### config.mk
export PLATFORM = sky130hd
export DESIGN_NAME = probe_trace_fifo
export DESIGN_NICKNAME = d
export VERILOG_FILES = /design/src/rtl/probe_trace_fifo.sv
export SDC_FILE = /design/constraint.sdc
export NUM_CORES = 1
export LEC_CHECK = 0
export BUFFER_PORTS_ARGS = -buffer_cell sky130_fd_sc_hd__buf_2
export CORE_ASPECT_RATIO = 0.6
export CORE_MARGIN = 5
export CORE_UTILIZATION = 55
export CTS_BUF_LIST = sky130_fd_sc_hd__clkbuf_4
export DETAILED_ROUTE_END_ITERATION = 8
export GPL_ROUTABILITY_DRIVEN = 0
export PLACE_DENSITY = 0.75
export SLEW_MARGIN = 10
export SYNTH_ARGS = -nofsm -noshare
export SYNTH_HDL_FRONTEND = slang
export SYNTH_SLANG_ARGS = --single-unit
### constraint.sdc
create_clock -name clk -period 11.6 [get_ports clk]
set_input_delay 1.16 -clock clk [delete_from_list [all_inputs] [get_ports clk]]
set_output_delay 1.16 -clock clk [all_outputs]
set_load 0.005 [all_outputs]
### src/rtl/probe_trace_fifo.sv
module probe_trace_fifo #(
  parameter int DEPTH  = 8,
  parameter int ADDR_W = 5,
  parameter int ID_W   = 3,
  parameter int TS_W   = 29,
  parameter int TMR_W  = 32
) (
  input  logic                 clk,
  input  logic                 rst_n,
  input  logic                 sel,
  input  logic                 rd,
  input  logic                 wr,
  input  logic [ADDR_W-1:0]    addr,
  input  logic [ID_W+TS_W-1:0] wdata,
  input  logic [TMR_W-1:0]     tstamp,
  output logic [ID_W+TS_W-1:0] rdata
);
  localparam int REC_W = ID_W + TS_W;
  localparam int PTR_W = (DEPTH > 1) ? $clog2(DEPTH) : 1;
  localparam int CNT_W = $clog2(DEPTH + 1);

  logic [REC_W-1:0] mem [DEPTH];
  logic [PTR_W-1:0] wptr, rptr;
  logic [CNT_W-1:0] count;
  logic             ovf;

  wire acc_wr   = sel & wr & ~rd;
  wire acc_rd   = sel & rd & ~wr;
  wire in_win   = addr[ADDR_W-1];
  wire empty    = (count == '0);
  wire full     = (count == CNT_W'(DEPTH));
  wire push_req = acc_wr & in_win;
  wire push     = push_req & ~full;
  wire drop     = push_req & full;
  wire pop_sel  = acc_rd & ~in_win & ~addr[0];
  wire stat_sel = acc_rd & ~in_win & addr[0];
  wire pop      = pop_sel & ~empty;

  logic unused_bits;
  assign unused_bits = ^{wdata, tstamp, addr};

  function automatic logic [PTR_W-1:0] nxt(input logic [PTR_W-1:0] p);
    return (p == PTR_W'(DEPTH - 1)) ? '0 : p + PTR_W'(1);
  endfunction

  logic [REC_W-1:0] status;
  always_comb begin
    status = '0;
    status[CNT_W-1:0] = count;
    status[8]  = empty;
    status[9]  = full;
    status[10] = ovf;
  end

  always_ff @(posedge clk) begin
    if (push) mem[wptr] <= {addr[ID_W-1:0], tstamp[TS_W-1:0]};
  end

  always_ff @(posedge clk) begin
    if (!rst_n) begin
      wptr  <= '0;
      rptr  <= '0;
      count <= '0;
      ovf   <= 1'b0;
      rdata <= '0;
    end else begin
      if (push) begin
        wptr  <= nxt(wptr);
        count <= count + CNT_W'(1);
      end
      if (pop) begin
        rptr  <= nxt(rptr);
        count <= count - CNT_W'(1);
      end
      if (drop) ovf <= 1'b1;
      else if (stat_sel) ovf <= 1'b0;
      if (acc_rd) begin
        if (pop) rdata <= mem[rptr];
        else if (stat_sel) rdata <= status;
        else rdata <= '0;
      end
    end
  end
endmodule

==> results of run 1 <==
sequential cells by signal (all words and copies together) (netlist names), named ones only:
register / cells
count: 4
mem: 256
ovf: 1
rdata: 32
rptr: 3
wptr: 3
final timing paths:
path	startpoint	to	slack, ns	cells after the start
max	rd	mem[6][17]$_DFFE_PP_	8.71	6
min	rdata[22]$_SDFFE_PN0N_	rdata[22]$_SDFFE_PN0N_	0.45	2
max reg2reg	register	rdata[10]$_SDFFE_PN0N_	8.98	4
min reg2reg	rdata[22]$_SDFFE_PN0N_	rdata[22]$_SDFFE_PN0N_	0.45	2
cells by family (layout without fill, tap and decap cells):
family	Yosys count	count (layout)	synth area share, %
mux	99	99	15.8
compound gates	51	51	2.81
xor+xnor	2	2	0.154
buf+inv	34	216	1.48
fa+ha+maj	7	7	0.837
simple gates	72	72	3.13
other cells	0	1	0
flops	302	302	75.8
power by group:
group / switching, uW / internal [uW]
Combinational: 22.8 / 10.8
Sequential: 1.60 / 1180
Clock: 394 / 441
Total: 418 / 1630
metal layers:
| layer | vias to the layer above | GRT usage (%) |
|---|---|---|
| li1 | 2600 | - |
| met5 | - | 0 |
| met1 | 2948 | 27.0 |
| met2 | 225 | 29.8 |
| met4 | 4 | 6.02 |
| met3 | 40 | 6.44 |
critical path, stage by stage:
cell and delay, ns:
buf_2 0.11, and4b_1 0.42, and2_1 0.30, nand2_1 0.25, nor2_4 0.54, buf_4 0.42
stage by stage:
step / util (%) / total power, uW / hold slack, ns / worst slack [ns] / std cells
2_1_floorplan: - / 1220 / 0.445 / 6.27 / 567
3_3_place_gp: 59.9 / 1230 / 0.432 / 8.12 / 896
3_5_place_dp: 59.9 / 1240 / 0.445 / 8.05 / 896
4_1_cts: 64.3 / 2070 / 0.454 / 8.75 / 1022
5_1_grt: 64.3 / 2140 / 0.468 / 8.66 / 1022
6_report: 64.3 / 2050 / 0.451 / 8.71 / 1023
area by class of cell:
class	instances	area (um^2)
repair buffers	86	473
inverters	4	15.0
clock inverters	13	48.8
flip-flops and latches	302	8610
diodes	1	2.50
well taps	273	342
clock buffers	113	848
multi-input cells	231	2630
fillers	1412	7200
cell usage in the layout, fill, tap and decap left out, drive strengths merged, types with 3 or more instances in the layout:
cell type    n
inv          9
mux4        64
buf         86
a21boi       3
mux2i       35
edfxtp     256
clkinv       8
ha           6
and2         4
nor3         4
nand2       38
nor2         7
nor2b        5
dfxtp       46
a22oi        7
clkbuf     113
o21ai       32
==> qor.yml, run 1 <==
synth_nets: 648
synthArstFlopShare_pct: 0
start_util_pct: 56.3
cts_tree: "built"
firstDrtPassIters: 5
path_clk_slew_ns: 0.07
fin_area_um2: 13000
core_area_um2: 20200
port_buffers: 69
ys_ff_latch: 302
required_ns: 11.91
layout.nets: 775
synth_cell_types: 42
wl_met2_mm: 10.6
drc: 0
pin_count: 106
via_per_inst: 5.69
dieHeight_um: 121
clk_latency_ns: 0.65
p_leak_uw: 0.00429
drt-wirelength-per-cell_um: 22.1
dieArea_um2: 23700
post_cts.repair.setup_buffers: 0
max-clock-path-buffers: 3
cp_max_fo: 17
startpoint_type: "input pin"
globalRouteOverflowTotal: 0
post_cts_resized: 0
grt_pass1_vias: 6121
drt-met1-wl_mm: 9.65
totalWireLength_mm: 22.6
synth_ff_type: "edfxtp_1"
synth_edf_count: 256
cts.htree.levels: 3
peakVddDrop_mv: 0.123
path_class: "input pin to register"
grt_start_max_net_pins: 64
timing.final.crit_share_pct: 24.9
die_w_um: 195
finalHoldViolCount: 0
avgSynthCellArea_um2: 20.0
grtUsageTotal_pct: 19.5
dr_wl_met3_mm: 1.97
status: "finished clean"
fin_crit_ns: 2.89
highest_layer: "met5"
finalSetupViolations: 0
worst_setup_path_end_kind: "register"
cts_made_buffers: 69
power_density_nw_per_um2: 158
dpl.hpwl_mm: 12.4
vias: 5817
tightest_slew_ns: 1.02
min_path_type: "register to register"
layout-drive-gt1-share_pct: 37.8
tns_ns: 0
rsz0062_at_grt: "no"
drtIter0Drc: 388
cts-hold-fix-buffers: 0
synth.cells.most_frequent: "256 x edfxtp_1, 64 x mux4_2, 46 x dfxtp_1, 37 x nand2_1, 35 x mux2i_1"
clock_sinks: 302
skew_ns: 0.0282
yosys-top-cells-area: "edfxtp_1 68%, mux4_2 13%, dfxtp_1 8.1%, mux2i_1 3.1%, o21ai_1 1.4%"
ant_nets: 0
slew_viol_final: 0
core.rowCount: 40
syn_inst: 567
yosys.area.top_type: "edfxtp_1"
grt_antenna_before_repair: 2
syn_area_um2: 11400
yosysMostFrequentCell: "edfxtp_1"
worstPathArrival_ns: 3.20
fmax_ghz: 0.346
max_slew_margin_pct: 32.0
drv_cap: 0
place_area_um2: 12100
ys_seq_area_share_pct: 75.8
root_buffer: "clkbuf_4"
grt_pass1_wl_mm: 34.8
synth.top_cell.area_share_pct: 67.7
areaGrowthSynthToFinish_pct: 14.2
ys_warn_count: 0
No activity file was read; power rests on OpenSTA's default activity.
==> run 2: changes to the inputs <==
ABC_AREA = 1   (was default)
PLACE_DENSITY = 0.74   (was 0.75)
clock period = 3 ns   (was 11.6 ns; I/O delays follow)
==> run 2 against run 1 <==
Non-clock buffer count increased by 46. Cell area increased by 11%. Register-to-register slack got worse by 8.3 ns. Routed wire length increased by 24%. Clock-buffer cell count increased by 9. Clock skew increased by 0.011 ns. Critical path type is now register to register. Critical endpoint is now rdata[11]$_SDFFE_PN0N_. Highest routed layer is now met4.
==> qor.yml, run 2 <==
status: "finished clean"
tightest_slew_ns: 1.06  # +0.0408 ns
timing.final.crit_share_pct: 77.3
pin_count: 106  # unchanged
cp_common_cell: "nand3_1"
firstDrtPassIters: 5  # unchanged
path_class: "register to register"
max_slew_margin_pct: 29.3  # -2.7 points
yosys.area.top_type: "edfxtp_1"
final_common_cell: "nand2_1"
die_w_um: 203  # +4.1%
synth_nets: 1241  # +92%
skew_ns: 0.0389  # +0.0107 ns
required_ns: 3.55  # -8.36 ns
grtUsageTotal_pct: 22.5  # +3.0 points
synth_ff_type: "edfxtp_1"
rsz0062_at_grt: "no"
areaGrowthSynthToFinish_pct: 16.5
worst-path-buf-inv: 2  # unchanged
slowest_stage: "dfxtp_4"
reg_top3: "mem (256), rdata (32), count (4)"
largest_reg_flops: 256  # unchanged
synth_edf_count: 256  # unchanged
fmax_ghz: 0.431
ys_ff_latch: 302  # unchanged
finalSetupViolations: 0  # unchanged
ys_seq_area_share_pct: 69.7  # -6.1 points
core_area_um2: 22100  # +9.4%
cp_max_fo: 44  # +27
yosys-top-cells-area: "edfxtp_1 62%, nand2_1 10%, dfxtp_1 7.5%, nand3_1 7.0%, inv_1 3.3%"
root_buffer: "clkbuf_4"
startpoint_type: "register"
min_path_type: "input pin to register"
cts.htree.levels: 3  # unchanged
grt_pass1_vias: 8540  # +40%
synth.cells.most_frequent: "342 x nand2_1, 256 x edfxtp_1, 173 x nand3_1, 110 x inv_1, 79 x nor2_1"
ant_nets: 0  # unchanged
drv_cap: 0  # unchanged
fin_crit_ns: 2.32
p_leak_uw: 0.00585  # +36%
worstPathArrival_ns: 2.87  # -0.33 ns
dieHeight_um: 126  # +3.9%
place_area_um2: 13100  # +8.3%
drtIter0Drc: 778  # +100%
grt_antenna_before_repair: 1  # -1
crit_family: "buffers and inverters"
path_cells: "clkinv_2, buf_12, or2_2, nand2_1, nand3_1, nand3_1, a21oi_1"
dieArea_um2: 25600  # +8.2%
fin_area_um2: 14400  # +11%
max_stage_delay_ns: 0.61  # +0.07 ns
drc: 0  # unchanged
port_buffers: 69  # unchanged
max-clock-path-buffers: 3  # unchanged
clock_sinks: 302  # unchanged
dpl.hpwl_mm: 15.5  # +25%
final_cell_mix: "342 x nand2_1, 256 x edfxtp_1, 173 x nand3_1, 122 x clkbuf_4, 109 x inv_1"
clk_latency_ns: 0.70  # +0.05 ns
synth_cell_types: 23  # -45%
core.rowCount: 42  # +5.0%
globalRouteOverflowTotal: 0  # unchanged
avgSynthCellArea_um2: 10.6  # -47%
layout-drive-gt1-share_pct: 19.2  # -19 points
via_per_inst: 5.16  # -9.2%
peakVddDrop_mv: 0.556  # +350%
pre_cts_ws_ns: 0.567  # -7.49 ns
layout_setup_ws_ns: 0.682  # -8.02 ns
drt-wirelength-per-cell_um: 16.9  # -23%
synthArstFlopShare_pct: 0  # unchanged
grt_pass1_wl_mm: 45.0  # +29%
vias: 8517  # +46%
power_density_nw_per_um2: 571  # +260%
hold-worst-slack_ns: 0.0612  # -0.389 ns
worst_setup_path_end_kind: "register"
path_clk_slew_ns: 0.07  # about the same
syn_area_um2: 12300  # +8.7%
syn_inst: 1160  # +100%
tns_ns: 0  # unchanged
ys_warn_count: 0  # unchanged
largest_register: "mem"
slew_viol_final: 0  # unchanged
synth.top_cell.area_share_pct: 62.3  # -5.4 points
totalWireLength_mm: 27.9  # +24%
grt_start_max_net_pins: 90  # +41%
start_util_pct: 55.9  # -0.35 points
yosysMostFrequentCell: "nand2_1"
cts_tree: "built"
layout.nets: 1387  # +79%
finalHoldViolCount: 0  # unchanged
cts_made_buffers: 71  # +2.9%
==> run 2: cell types whose count changed in the layout (fill, tap and decap cells not counted), moves of 12 or more <==
cell	change
mux2i_1	-35
inv_1	+106
or2_2	+25
mux4_2	-64
a21oi_1	+42
nand3_1	+172
nor2_1	+67
o21ai_1	-32
nand2_1	+305
o21ai_0	+12
dlygate4sd3_1	+36
==> run 2: cells by family after synthesis <==
group           synth area share [%]
fa+ha+maj                      0.770
xor+xnor                      0.0709
compound gates                  2.23
buf+inv                         5.65
flops                           69.7
simple gates                    21.6
==> run 2: worst paths after layout <==
kind                                          endpoint                  start  cells after the start  slack (ns)
worst min-delay path                  ovf$_SDFFE_PN0P_                addr[4]                      5        0.06
worst max register to register  rdata[11]$_SDFFE_PN0N_               register                      7        0.68
worst max-delay path            rdata[11]$_SDFFE_PN0N_               register                      7        0.68
worst min register to register   rdata[4]$_SDFFE_PN0N_  rdata[4]$_SDFFE_PN0N_                      2        0.46
==> run 2: final cells by class <==
class	count	area, um^2
diodes	2	5.00
clock buffers	122	916
clock inverters	7	26.3
fillers	1698	7690
inverters	111	418
multi-input cells	688	3100
flip-flops and latches	302	8610
well taps	286	358
repair buffers	132	946
==> run 2: worst reg2reg max path, delay by kind of cell (launching register included) <==
kind | cells | cell delay [ns]
and+or+nand+nor | 4 | 0.59
buffers and inverters | 2 | 0.89
DFF | 1 | 0.61
AOI/OAI and AO/OA | 1 | 0.08
==> run 2: what timing repair did <==
action                                 CTS  global route
endpoints found under the hold margin  276             0
hold buffers                            36             0
gates resized for setup                  0             0
buffers inserted                         0             0
==> run 2: per-stage QoR <==
| stage | power [uW] | instances | util, % |
|---|---|---|---|
| floorplan | 4750 | 1160 | - |
| global placement | 4850 | 1483 | 59.2 |
| detailed placement | 4860 | 1483 | 59.2 |
| CTS | 8280 | 1648 | 65.1 |
| global route | 8550 | 1650 | 65.2 |
| finish | 8210 | 1650 | 65.2 |
==> run 2: power breakdown <==
group / switching [uW] / internal [uW] / total [uW]
Clock: 1580 / 1820 / 3400
Combinational: 148 / 85.0 / 233
Sequential: 9.66 / 4560 / 4570
Total: 1740 / 6470 / 8210
==> run 2: routing by layer <==
layer,vias up,GRT usage (%),share of wire (%)
met1,3946,31.3,43
met3,42,6.01,9.0
met4,0,8.01,1.8
met2,340,34.6,46
li1,4189,-,-
met5,-,0,0
==> run 3: changes to the inputs <==
PLACE_DENSITY = 0.77   (was 0.74)
clock period = 2.1 ns   (was 3 ns; I/O delays follow)
==> run 3 against run 2 <==
Combinational power grew 53%. Fmax grew 19%. Die area is the same. Critical path type unchanged. Critical endpoint is now mem[2][25]$_DFFE_PP_.
==> qor.yml, run 3 (synthesis results as in run 2) <==
status: "finished clean"
path_clk_slew_ns: 0.07  # about the same
areaGrowthSynthToFinish_pct: 18.9
port_buffers: 69  # unchanged
worst_setup_path_end_kind: "register"
fin_area_um2: 14700  # +2.1%
cp_max_fo: 12  # -73%
globalRouteOverflowTotal: 0  # unchanged
slew_viol_final: 0  # unchanged
layout_setup_ws_ns: 0.144  # -0.538 ns
dpl.hpwl_mm: 16.3  # +4.8%
r2r_cells: 6  # -1
largest_register: "mem"
max_stage_delay_ns: 0.44  # -0.17 ns
max-clock-path-buffers: 3  # unchanged
pre_cts_ws_ns: 0.137  # -0.430 ns
cts_tree: "built"
place_area_um2: 13400  # +2.1%
power_density_nw_per_um2: 798  # +40%
grt_pass1_vias: 8650  # +1.3%
peakVddDrop_mv: 0.688  # +24%
dieArea_um2: 25600  # unchanged
core_area_um2: 22100  # unchanged
cts_made_buffers: 71  # unchanged
grtUsageTotal_pct: 22.6  # +0.084 points
regToRegSetupSlack_ns: 0.14  # -0.54 ns
fin_crit_ns: 1.96  # -0.362 ns
rr_endpoint: "mem[2][25]$_DFFE_PP_"
largest_reg_flops: 256  # unchanged
layout-drive-gt1-share_pct: 19.3  # +0.036 points
crit_path_end: "mem[2][25]$_DFFE_PP_"
finalSetupViolations: 0  # unchanged
clk_latency_ns: 0.67  # -0.03 ns
start_util_pct: 55.9  # unchanged
vias: 8653  # +1.6%
post_cts.repair.setup_buffers: 0  # unchanged
slowest_stage: "dfxtp_1"
pin_count: 106  # unchanged
final_cell_mix: "342 x nand2_1, 256 x edfxtp_1, 173 x nand3_1, 115 x clkbuf_4, 109 x inv_1"
dieHeight_um: 126  # unchanged
p_leak_uw: 0.00594  # +1.6%
hold-worst-slack_ns: 0.351  # +0.290 ns
drtIter0Drc: 761  # -2.2%
grt_start_max_net_pins: 129  # +43%
core.rowCount: 42  # unchanged
via_per_inst: 5.21  # +0.86%
cts.htree.levels: 3  # unchanged
rsz0062_at_grt: "no"
ant_nets: 0  # unchanged
final_common_cell: "nand2_1"
finalHoldViolCount: 0  # unchanged
tightest_slew_ns: 0.980  # -0.0803 ns
worstPathArrival_ns: 2.30  # -0.57 ns
firstDrtPassIters: 5  # unchanged
required_ns: 2.44  # -1.11 ns
clock_sinks: 302  # unchanged
path_cells: "nor2_1, nand3_1, nand2_1, or2_1, nor2_4, buf_4"
drc: 0  # unchanged
timing.final.crit_share_pct: 93.1  # +16 points
skew_ns: 0.0305  # -0.00833 ns
grt_antenna_before_repair: 1  # unchanged
layout.nets: 1399  # +0.87%
grt_pass1_wl_mm: 45.6  # +1.3%
crit_path_start: "count[1]$_SDFFE_PN0P_"
die_w_um: 203  # unchanged
min_path_type: "input pin to register"
max_slew_margin_pct: 34.6  # +5.3 points
startpoint_type: "register"
reg_top3: "mem (256), rdata (32), count (4)"
fmax_ghz: 0.511  # +19%
root_buffer: "clkbuf_4"
totalWireLength_mm: 28.3  # +1.3%
r2r_start: "count[1]$_SDFFE_PN0P_"
finish.utilization_pct: 66.5  # +1.3 points
path_class: "register to register"
drv_cap: 0  # unchanged
drt-wirelength-per-cell_um: 17.0  # +0.53%
==> run 3: cell count changes in the layout (fill, tap and decap cells not counted) <==
cell	previous run	this run
inv_2	3	2
clkbuf_4	122	115
dlygate4sd3_1	36	38
clkinv_1	5	13
buf_12	3	19
diode_2	2	1
bufinv_16	0	1
buf_4	24	18
==> run 3: per-layer routing <==
metal	share of wire, %	vias up	wire, um	global-route usage, %
li1	-	4219	-	-
met1	45	4022	12700	32.0
met2	46	363	13000	35.4
met3	7.6	49	2160	5.22
met4	1.7	0	477	6.66
met5	0	-	0	0
==> run 3: how the worst min path moves through the flow <==
| stage | cells after the start | endpoint | startpoint |
|---|---|---|---|
| floorplan | 0 | mem[0][0]$_DFFE_PP_ | tstamp[0] |
| global placement | 2 | rdata[26]$_SDFFE_PN0N_ | rdata[26]$_SDFFE_PN0N_ |
| detailed placement | 2 | rdata[17]$_SDFFE_PN0N_ | rdata[17]$_SDFFE_PN0N_ |
| CTS | 2 | mem[4][17]$_DFFE_PP_ | tstamp[17] |
| global route | 2 | mem[4][17]$_DFFE_PP_ | tstamp[17] |
| finish | 2 | mem[4][17]$_DFFE_PP_ | tstamp[17] |
==> run 3: stage by stage <==
step / TNS (ns) / total power [uW] / std cells
final: 0 / 11700 / 1662
after global routing: 0 / 12200 / 1662
after global placement: 0 / 6950 / 1493
after detailed placement: 0 / 6960 / 1493
after CTS: 0 / 11800 / 1661
after floorplan: -65.97 / 6790 / 1160
==> run 3: repair_timing <==
item / in CTS / in global routing
endpoints found under the hold margin: 276 / 0
gates resized for setup: 0 / 0
hold buffers: 38 / 0
==> run 3: area by class of cell <==
cell class | instances | area [um^2]
clock inverters | 15 | 82.6
flip-flops and latches | 302 | 8610
inverters | 111 | 418
well taps | 286 | 358
diodes | 1 | 2.50
clock buffers | 115 | 863
multi-input cells | 688 | 3100
repair buffers | 144 | 1240
fillers | 1632 | 7390
==> run 3: critical path, delay by kind of cell, from the launching register on <==
family	cells	cell delay, ns
buffers and inverters	1	0.25
and+or+nand+nor	5	0.96
DFF	1	0.44
==> run 3: report_power, final <==
group,internal [uW],switching (uW),total (uW)
registers,6520,13.5,6530
logic,133,223,356
clock network,2600,2230,4830
total,9250,2460,11700
